--- config.mk ---
export PLATFORM = sky130hd
export DESIGN_NAME = palette_scroll_port
export DESIGN_NICKNAME = d
export VERILOG_FILES = /design/src/rtl/psp_pkg.sv /design/src/rtl/psp_entry_fifo.sv /design/src/rtl/psp_color_ram.sv /design/src/rtl/psp_scroll_ram.sv /design/src/rtl/psp_addr_ctr.sv /design/src/rtl/palette_scroll_port.sv
export SDC_FILE = /design/constraint.sdc
export NUM_CORES = 2
export LEC_CHECK = 0
export BUFFER_PORTS_ARGS = -buffer_cell sky130_fd_sc_hd__buf_2
export CAP_MARGIN = 25
export CELL_PAD_IN_SITES_DETAIL_PLACEMENT = 0
export CELL_PAD_IN_SITES_GLOBAL_PLACEMENT = 1
export CORE_ASPECT_RATIO = 1.25
export CORE_MARGIN = 2
export CORE_UTILIZATION = 31
export CTS_BUF_LIST = sky130_fd_sc_hd__clkbuf_4 sky130_fd_sc_hd__clkbuf_8
export DETAILED_ROUTE_END_ITERATION = 8
export PLACE_DENSITY_LB_ADDON = 0.1
export SETUP_SLACK_MARGIN = 0.2
export SLEW_MARGIN = 10
export SYNTH_ARGS = -nofsm -noshare
export SYNTH_HDL_FRONTEND = slang
export SYNTH_SLANG_ARGS = --single-unit
--- constraint.sdc ---
create_clock -name clk -period 3.61 [get_ports clk]
set_clock_uncertainty 0.2 [all_clocks]
set_input_delay 0.722 -clock clk [delete_from_list [all_inputs] [get_ports clk]]
set_output_delay 0.722 -clock clk [all_outputs]
set_load 0.005 [all_outputs]
--- src/rtl/psp_pkg.sv ---
// Package psp_pkg
// Shared sizes, entry type and address/color helpers for the color and
// scroll RAM access port. Assumes byte addressing of 16-bit words.
package psp_pkg;

    localparam int ADDR_W       = 16;
    localparam int DATA_W       = 16;
    localparam int STEP_W       = 8;
    localparam int FIFO_DEPTH   = 4;
    localparam int IDX_W        = 6;
    localparam int CRAM_WORDS   = 64;
    localparam int CRAM_IDX_W   = $clog2(CRAM_WORDS);
    localparam int CHANNELS     = 3;
    localparam int CH_BITS      = 3;
    localparam int CH_STRIDE    = 4;
    localparam int CH_LSB       = 1;
    localparam int COLOR_BITS   = CHANNELS * CH_BITS;
    localparam int SCROLL_WORDS = 40;
    localparam int SCROLL_BITS  = 11;

    typedef enum logic {
        TGT_COLOR  = 1'b0,
        TGT_SCROLL = 1'b1
    } target_e;

    typedef struct packed {
        target_e             tgt;
        logic [ADDR_W-1:0]   addr;
        logic [DATA_W-1:0]   data;
        logic                fill;
    } entry_t;

    // Byte address to 6-bit word index.
    function automatic logic [IDX_W-1:0] word_index(input logic [ADDR_W-1:0] a);
        return a[IDX_W:1];
    endfunction

    // Gather the implemented color bits of a bus word into a dense field.
    function automatic logic [COLOR_BITS-1:0] color_pack(input logic [DATA_W-1:0] v);
        logic [COLOR_BITS-1:0] p;
        p = '0;
        for (int ch = 0; ch < CHANNELS; ch++)
            p[ch*CH_BITS +: CH_BITS] = v[ch*CH_STRIDE + CH_LSB +: CH_BITS];
        return p;
    endfunction

    // Spread a dense color field back to bus bit positions, zeros elsewhere.
    function automatic logic [DATA_W-1:0] color_unpack(input logic [COLOR_BITS-1:0] p);
        logic [DATA_W-1:0] v;
        v = '0;
        for (int ch = 0; ch < CHANNELS; ch++)
            v[ch*CH_STRIDE + CH_LSB +: CH_BITS] = p[ch*CH_BITS +: CH_BITS];
        return v;
    endfunction

    localparam logic [DATA_W-1:0] COLOR_MASK  = color_unpack('1);
    localparam logic [DATA_W-1:0] SCROLL_MASK = DATA_W'((1 << SCROLL_BITS) - 1);

endpackage

--- src/rtl/psp_entry_fifo.sv ---
// Module psp_entry_fifo
// Ring queue of write entries. Commits the oldest entry when the access
// slot is granted and the queue is not empty; drops a push when full and
// not committing. Exposes the data left in the slot under the write
// pointer, which other logic uses as stale fill data.
module psp_entry_fifo
    import psp_pkg::*;
#(
    parameter int DEPTH = FIFO_DEPTH
) (
    input  logic              clk,
    input  logic              rst_n,
    input  logic              push_valid,
    input  entry_t            push_entry,
    input  logic              pop_req,
    output logic              commit,
    output entry_t            head,
    output logic [DATA_W-1:0] stale_data
);

    localparam int PW = $clog2(DEPTH);
    localparam logic [PW:0] FULL_CNT = (PW+1)'(DEPTH);

    entry_t          slots [DEPTH];
    logic [PW-1:0]   wr_ptr;
    logic [PW-1:0]   rd_ptr;
    logic [PW:0]     count;
    logic            accept;

    // Commit and accept decisions for this cycle.
    always_comb begin
        commit = pop_req && (count != '0);
        accept = push_valid && ((count != FULL_CNT) || commit);
    end

    assign head       = slots[rd_ptr];
    assign stale_data = slots[wr_ptr].data;

    // Slot storage: write accepted pushes at the write pointer.
    always_ff @(posedge clk) begin
        if (!rst_n) begin
            for (int i = 0; i < DEPTH; i++) slots[i] <= '0;
        end else if (accept) begin
            slots[wr_ptr] <= push_entry;
        end
    end

    // Pointer and occupancy bookkeeping.
    always_ff @(posedge clk) begin
        if (!rst_n) begin
            wr_ptr <= '0;
            rd_ptr <= '0;
            count  <= '0;
        end else begin
            if (accept) wr_ptr <= wr_ptr + PW'(1);
            if (commit) rd_ptr <= rd_ptr + PW'(1);
            case ({accept, commit})
                2'b10:   count <= count + 1'b1;
                2'b01:   count <= count - 1'b1;
                default: count <= count;
            endcase
        end
    end


    commit_advances_chk: assert property (@(posedge clk) disable iff (!rst_n)
        (pop_req && count != '0) |=> rd_ptr == $past(rd_ptr) + PW'(1));


    idle_holds_chk: assert property (@(posedge clk) disable iff (!rst_n)
        (!pop_req || count == '0) |=> $stable(rd_ptr));


    full_drop_chk: assert property (@(posedge clk) disable iff (!rst_n)
        (push_valid && !pop_req && count == FULL_CNT) |=> $stable(wr_ptr) && count == FULL_CNT);

endmodule

--- src/rtl/psp_color_ram.sv ---
// Module psp_color_ram
// Color RAM of CRAM_WORDS words. Stores only the implemented color bits
// in dense form and returns them at bus positions with zeros elsewhere.
// Read is combinational; write is one per clock.
module psp_color_ram
    import psp_pkg::*;
(
    input  logic                  clk,
    input  logic                  rst_n,
    input  logic                  we,
    input  logic [CRAM_IDX_W-1:0] widx,
    input  logic [DATA_W-1:0]     wdata,
    input  logic [CRAM_IDX_W-1:0] ridx,
    output logic [DATA_W-1:0]     rdata
);

    logic [COLOR_BITS-1:0] mem [CRAM_WORDS];

    // Storage update: clear on reset, write packed color bits.
    always_ff @(posedge clk) begin
        if (!rst_n) begin
            for (int i = 0; i < CRAM_WORDS; i++) mem[i] <= '0;
        end else if (we) begin
            mem[widx] <= color_pack(wdata);
        end
    end

    assign rdata = color_unpack(mem[ridx]);


    color_store_chk: assert property (@(posedge clk) disable iff (!rst_n)
        we |=> (color_unpack(mem[$past(widx)]) == ($past(wdata) & COLOR_MASK)));

endmodule

--- src/rtl/psp_scroll_ram.sv ---
// Module psp_scroll_ram
// Scroll RAM of SCROLL_WORDS words of SCROLL_BITS bits. Writes whose
// index is past the end are discarded; reads past the end return word 0.
module psp_scroll_ram
    import psp_pkg::*;
(
    input  logic              clk,
    input  logic              rst_n,
    input  logic              we,
    input  logic [IDX_W-1:0]  widx,
    input  logic [DATA_W-1:0] wdata,
    input  logic [IDX_W-1:0]  ridx,
    output logic [DATA_W-1:0] rdata
);

    localparam logic [IDX_W-1:0] LIMIT = IDX_W'(SCROLL_WORDS);

    logic [SCROLL_BITS-1:0] mem [SCROLL_WORDS];
    logic                   w_in_range;
    logic [IDX_W-1:0]       r_eff;

    // Range decode for write discard and read aliasing.
    always_comb begin
        w_in_range = (widx < LIMIT);
        r_eff      = (ridx < LIMIT) ? ridx : '0;
    end

    // Storage update: clear on reset, write only in-range indices.
    always_ff @(posedge clk) begin
        if (!rst_n) begin
            for (int i = 0; i < SCROLL_WORDS; i++) mem[i] <= '0;
        end else if (we && w_in_range) begin
            mem[widx] <= wdata[SCROLL_BITS-1:0];
        end
    end

    assign rdata = DATA_W'(mem[r_eff]);

    // an out-of-range write leaves every word untouched.
    for (genvar g = 0; g < SCROLL_WORDS; g++) begin : g_keep

        discard_keep_chk: assert property (@(posedge clk) disable iff (!rst_n)
            (we && widx >= LIMIT) |=> $stable(mem[g]));
    end

endmodule

--- src/rtl/psp_addr_ctr.sv ---
// Module psp_addr_ctr
// Shared 16-bit access address. A load takes priority; otherwise each
// read strobe adds the zero-extended step, wrapping modulo 2^16.
module psp_addr_ctr
    import psp_pkg::*;
(
    input  logic              clk,
    input  logic              rst_n,
    input  logic              load,
    input  logic [ADDR_W-1:0] load_value,
    input  logic              advance,
    input  logic [STEP_W-1:0] step,
    output logic [ADDR_W-1:0] addr
);

    // Address register: load, step or hold.
    always_ff @(posedge clk) begin
        if (!rst_n)
            addr <= '0;
        else if (load)
            addr <= load_value;
        else if (advance)
            addr <= addr + ADDR_W'(step);
    end


    step_wrap_chk: assert property (@(posedge clk) disable iff (!rst_n)
        (advance && !load) |=> addr == $past(addr) + {{(ADDR_W-STEP_W){1'b0}}, $past(step)});


    load_wins_chk: assert property (@(posedge clk) disable iff (!rst_n)
        load |=> addr == $past(load_value));

endmodule

--- src/rtl/palette_scroll_port.sv ---
// Module palette_scroll_port
// Host access port to the color and scroll RAMs. Queued writes are
// committed one per granted slot; fill entries store the stale slot data
// under the write pointer. Reads are combinational, fill unimplemented
// bits from that same stale data, and step the shared access address.
module palette_scroll_port
    import psp_pkg::*;
#(
    parameter int DEPTH = FIFO_DEPTH
) (
    input  logic              clk,
    input  logic              rst_n,
    input  logic              push_valid,
    input  logic              push_target,
    input  logic [ADDR_W-1:0] push_addr,
    input  logic [DATA_W-1:0] push_data,
    input  logic              push_fill,
    input  logic              slot_free,
    input  logic              addr_load,
    input  logic [ADDR_W-1:0] addr_value,
    input  logic [STEP_W-1:0] step_size,
    input  logic              rd_strobe,
    input  logic              rd_target,
    output logic [DATA_W-1:0] rd_data
);

    entry_t            in_entry;
    entry_t            head;
    logic              commit;
    logic [DATA_W-1:0] stale;
    logic [DATA_W-1:0] wr_value;
    logic [IDX_W-1:0]  wr_idx;
    logic [IDX_W-1:0]  rd_idx;
    logic [ADDR_W-1:0] acc_addr;
    logic              color_we;
    logic              scroll_we;
    logic [DATA_W-1:0] color_q;
    logic [DATA_W-1:0] scroll_q;

    // Bundle the incoming entry.
    always_comb begin
        in_entry.tgt  = target_e'(push_target);
        in_entry.addr = push_addr;
        in_entry.data = push_data;
        in_entry.fill = push_fill;
    end

    psp_entry_fifo #(.DEPTH(DEPTH)) u_fifo (
        .clk        (clk),
        .rst_n      (rst_n),
        .push_valid (push_valid),
        .push_entry (in_entry),
        .pop_req    (slot_free),
        .commit     (commit),
        .head       (head),
        .stale_data (stale)
    );

    // Commit decode: pick data source and steer the write to one memory.
    always_comb begin
        wr_value  = head.fill ? stale : head.data;
        wr_idx    = word_index(head.addr);
        color_we  = commit && (head.tgt == TGT_COLOR);
        scroll_we = commit && (head.tgt == TGT_SCROLL);
        rd_idx    = word_index(acc_addr);
    end

    psp_color_ram u_color (
        .clk   (clk),
        .rst_n (rst_n),
        .we    (color_we),
        .widx  (wr_idx[CRAM_IDX_W-1:0]),
        .wdata (wr_value),
        .ridx  (rd_idx[CRAM_IDX_W-1:0]),
        .rdata (color_q)
    );

    psp_scroll_ram u_scroll (
        .clk   (clk),
        .rst_n (rst_n),
        .we    (scroll_we),
        .widx  (wr_idx),
        .wdata (wr_value),
        .ridx  (rd_idx),
        .rdata (scroll_q)
    );

    psp_addr_ctr u_addr (
        .clk        (clk),
        .rst_n      (rst_n),
        .load       (addr_load),
        .load_value (addr_value),
        .advance    (rd_strobe),
        .step       (step_size),
        .addr       (acc_addr)
    );

    // Read data merge: implemented bits from memory, the rest stale.
    always_comb begin
        if (target_e'(rd_target) == TGT_COLOR)
            rd_data = (color_q & COLOR_MASK) | (stale & ~COLOR_MASK);
        else
            rd_data = (scroll_q & SCROLL_MASK) | (stale & ~SCROLL_MASK);
    end

endmodule

==> impl_metrics.csv <==
group,metric,value,unit
outcome,outcome,"finished with violations",
outcome,violations,"setup timing",
cts,clkSlewWorstSetupHoldPaths,60,ps
run,cap_viol_max_count,0,
cts,clock-root-buffer,"clkbuf_8",
cts,numCtsBuffers,198,
placement,place_congestion,0.8628,
die,initial_core_util,31.24,%
die,core,163900,sq um
power,p_sw,11150,uW
timing,finalSetupViolCount,12,
die,num_rows,166,
synthesis,synth_warnings,0,
global_routing,grt_pass1_wl,249300,um
die,die_area,168400,sq um
power,leakagePower,0.02291,uW
timing,min_period,4683,ps
synthesis,avgSynthCellArea,13.23,sq um
global_routing,grt_use_total,20.51,%
timing,hold_viol,0,
timing,slew_violations,0,
die,die_x,367.5,um
min_path,min_path_cells,5,
timing,rsz0062_at_grt,"yes",
final_layout,n_fill_cell,15735,
critical_path,critical_path_class,"reg2out",
power,clkPwrFrac,35.6,%
final_layout,area_delta_synth_final,22.83,%
power,power_frac_comb,21.8,%
power,seqPwrFrac,42.6,%
power,p_int,24780,uW
final_layout,finalCoreUtilization,38.37,%
placement,post-place-cells,6290,
cts,cts_sinks,1140,
global_routing,grt_pass1_vias,34765,
detailed_routing,drt-total-wl,172000,um
synthesis,synth_edf_count,1116,
synthesis,seq_area_frac_synth,66.40,%
cts,cts_buffer_depth,3,
detailed_routing,dr.pass1.iters,5,
timing,timing.hold.ws,128.5,ps
detailed_routing,final_antenna_net_count,0,
placement,dpl.hpwl,115800,um
detailed_routing,wl_per_cell,25.60,um
synthesis,synth_flop_cell,"edfxtp_1",
global_routing,grt_max_degree,126,
die,ios,81,
critical_path,crit_required,2690,ps
timing,slew_headroom,33.52,%
final_layout,fin_nets,4435,
power,ir_drop,0.3968,mV
critical_path,cp-end-kind,"primary output",
detailed_routing,via_per_inst,4.919,
final_layout,multi_input_area,16120,sq um
global_routing,antenna_found_initial,5,
final_layout,drive_gt1_share,27.85,%
timing,worstMarginPinSlew,997.2,ps
critical_path,ff2ff_setup_slack,350,ps
timing,fin_ws,-1073,ps
detailed_routing,route.vias.total,33039,
timing,fmax,0.2135,GHz
detailed_routing,drcViolationCount,0,
synthesis,ys_types,78,
placement,portBuffers,60,
power,power.total,35930,uW
critical_path,arrival,3760,ps
min_path,min_path_type,"in2reg",
timing,fin_tns_setup,-10870,ps
cts,clkLatencyLatePin,940,ps
final_layout,regArea,34010,sq um
synthesis,syn_inst,3868,
timing,period_share,129.7,%
synthesis,ys_ff_latch,1140,
cts,cts_tree,"done",
die,dieHeight,458.3,um
synthesis,synthArstFlopShare,0,%
critical_path,critPathLaunchType,"flop",
cts,cts_htree_levels,4,
critical_path,r2r_cells,7,
detailed_routing,drt-initial-drc-count,2589,
final_layout,layout.cells.non_filler,6716,
power,sw_frac_of_total,31.02,%
power,powerDensity,571.4,nW/um^2
global_routing,gr-total-overflow,0,
final_layout,layout_commonest_cell,"edfxtp_1",
final_layout,layout_common_cells,"1116 x edfxtp_1, 1104 x nor2_1, 427 x buf_4",
synthesis,synth_area,51190,sq um
critical_path,path_max_fanout,6,
logic make-up after synthesis:
group	after synthesis	share of synthesized area [%]
buffers and inverters	381	3.275
AO/OA/AOI/OAI	367	5.033
XOR/XNOR	9	0.1540
adder cells (fa/ha/maj)	9	0.2493
flip-flops	1140	66.40
AND/OR/NAND/NOR	1610	13.00
multiplexers	351	11.88
other	1	0.007326
Yosys cell counts (20+ instances only):
library cell / instances / area, sq um
mux4_2: 203 / 4572
nor2_2: 20 / 125.1
nor3_1: 26 / 130.1
o21ai_0: 50 / 250.2
clkbuf_1: 177 / 664.4
nand2b_1: 25 / 156.4
nor2_1: 1110 / 4167
a211oi_1: 31 / 232.7
mux2i_1: 128 / 1281
dfxtp_1: 24 / 480.5
inv_1: 56 / 210.2
a21oi_1: 63 / 315.3
buf_2: 104 / 520.5
nand2_1: 286 / 1074
a31oi_1: 35 / 219.0
buf_1: 21 / 78.83
and2_1: 42 / 262.8
edfxtp_1: 1116 / 33510
critical path, stage by stage (launching register included):
cell and delay [ps]:
dfxtp_4 450, buf_12 160, mux4_2 550, mux4_2 560, nand2_2 120, nand2_4 70, a221oi_4 480, buf_4 210
a21oi_4 40, buf_2 150
power by group through the flow:
stage	registers, uW	clock network [uW]	logic (uW)
floorplan	15500	0	3500
global placement	15600	0	7760
detailed placement	15600	0	7760
CTS	15300	13200	7980
global route	15400	13700	8290
finish	15300	12800	7830
registers in the layout, indices dropped and copies added, names as in the netlist, named ones only:
name and cells:
u_fifo.rd_ptr 2, u_color.mem 576, u_fifo.wr_ptr 2, u_scroll.mem 444
u_addr.addr 7, u_fifo.count 3, u_fifo.slots 96
stage by stage:
stage,area (sq um),setup WS (ps)
after floorplan,51200,254.7
after CTS,62740,-1165
after global routing,62880,-1185
final,62880,-1073
after global placement,57540,-748.7
after detailed placement,57540,-710.5
layer usage:
layer | GRT usage [%] | wire length (um) | part of all wire, %
met5 | 0 | 0 | 0
met2 | 35.36 | 86340 | 50
met4 | 7.264 | 5661 | 3.3
met1 | 26.20 | 73070 | 42
met3 | 2.982 | 6888 | 4.0
final timing paths:
kind	start	end
worst max-delay path	flop	rd_data[1]
worst min-delay path	step_size[0]	u_addr.addr[0]
worst max register to register	flop	u_color.mem[20][5]
worst min register to register	u_fifo.count[2]	u_fifo.count[2]
repair_timing:
| action | 4_1_cts | 5_1_grt |
|---|---|---|
| endpoints found under the setup margin | 96 | 16 |
| gates cloned | 2 | 0 |
| hold endpoints to repair | 100 | 0 |
| pin swaps | 18 | 11 |
| buffers inserted | 22 | 4 |
| hold buffers | 27 | 0 |
| gates resized for setup | 98 | 19 |
area by class of cell:
class / count / area share (%)
clock inverters: 110 / 1.556
repair buffers: 613 / 8.875
flip-flops and latches: 1140 / 54.09
diodes: 4 / 0.01592
clock buffers: 257 / 5.138
well taps: 2184 / 4.346
inverters: 58 / 0.3462
multi-input cells: 2350 / 25.63
(Power assumes the default switching activity.)
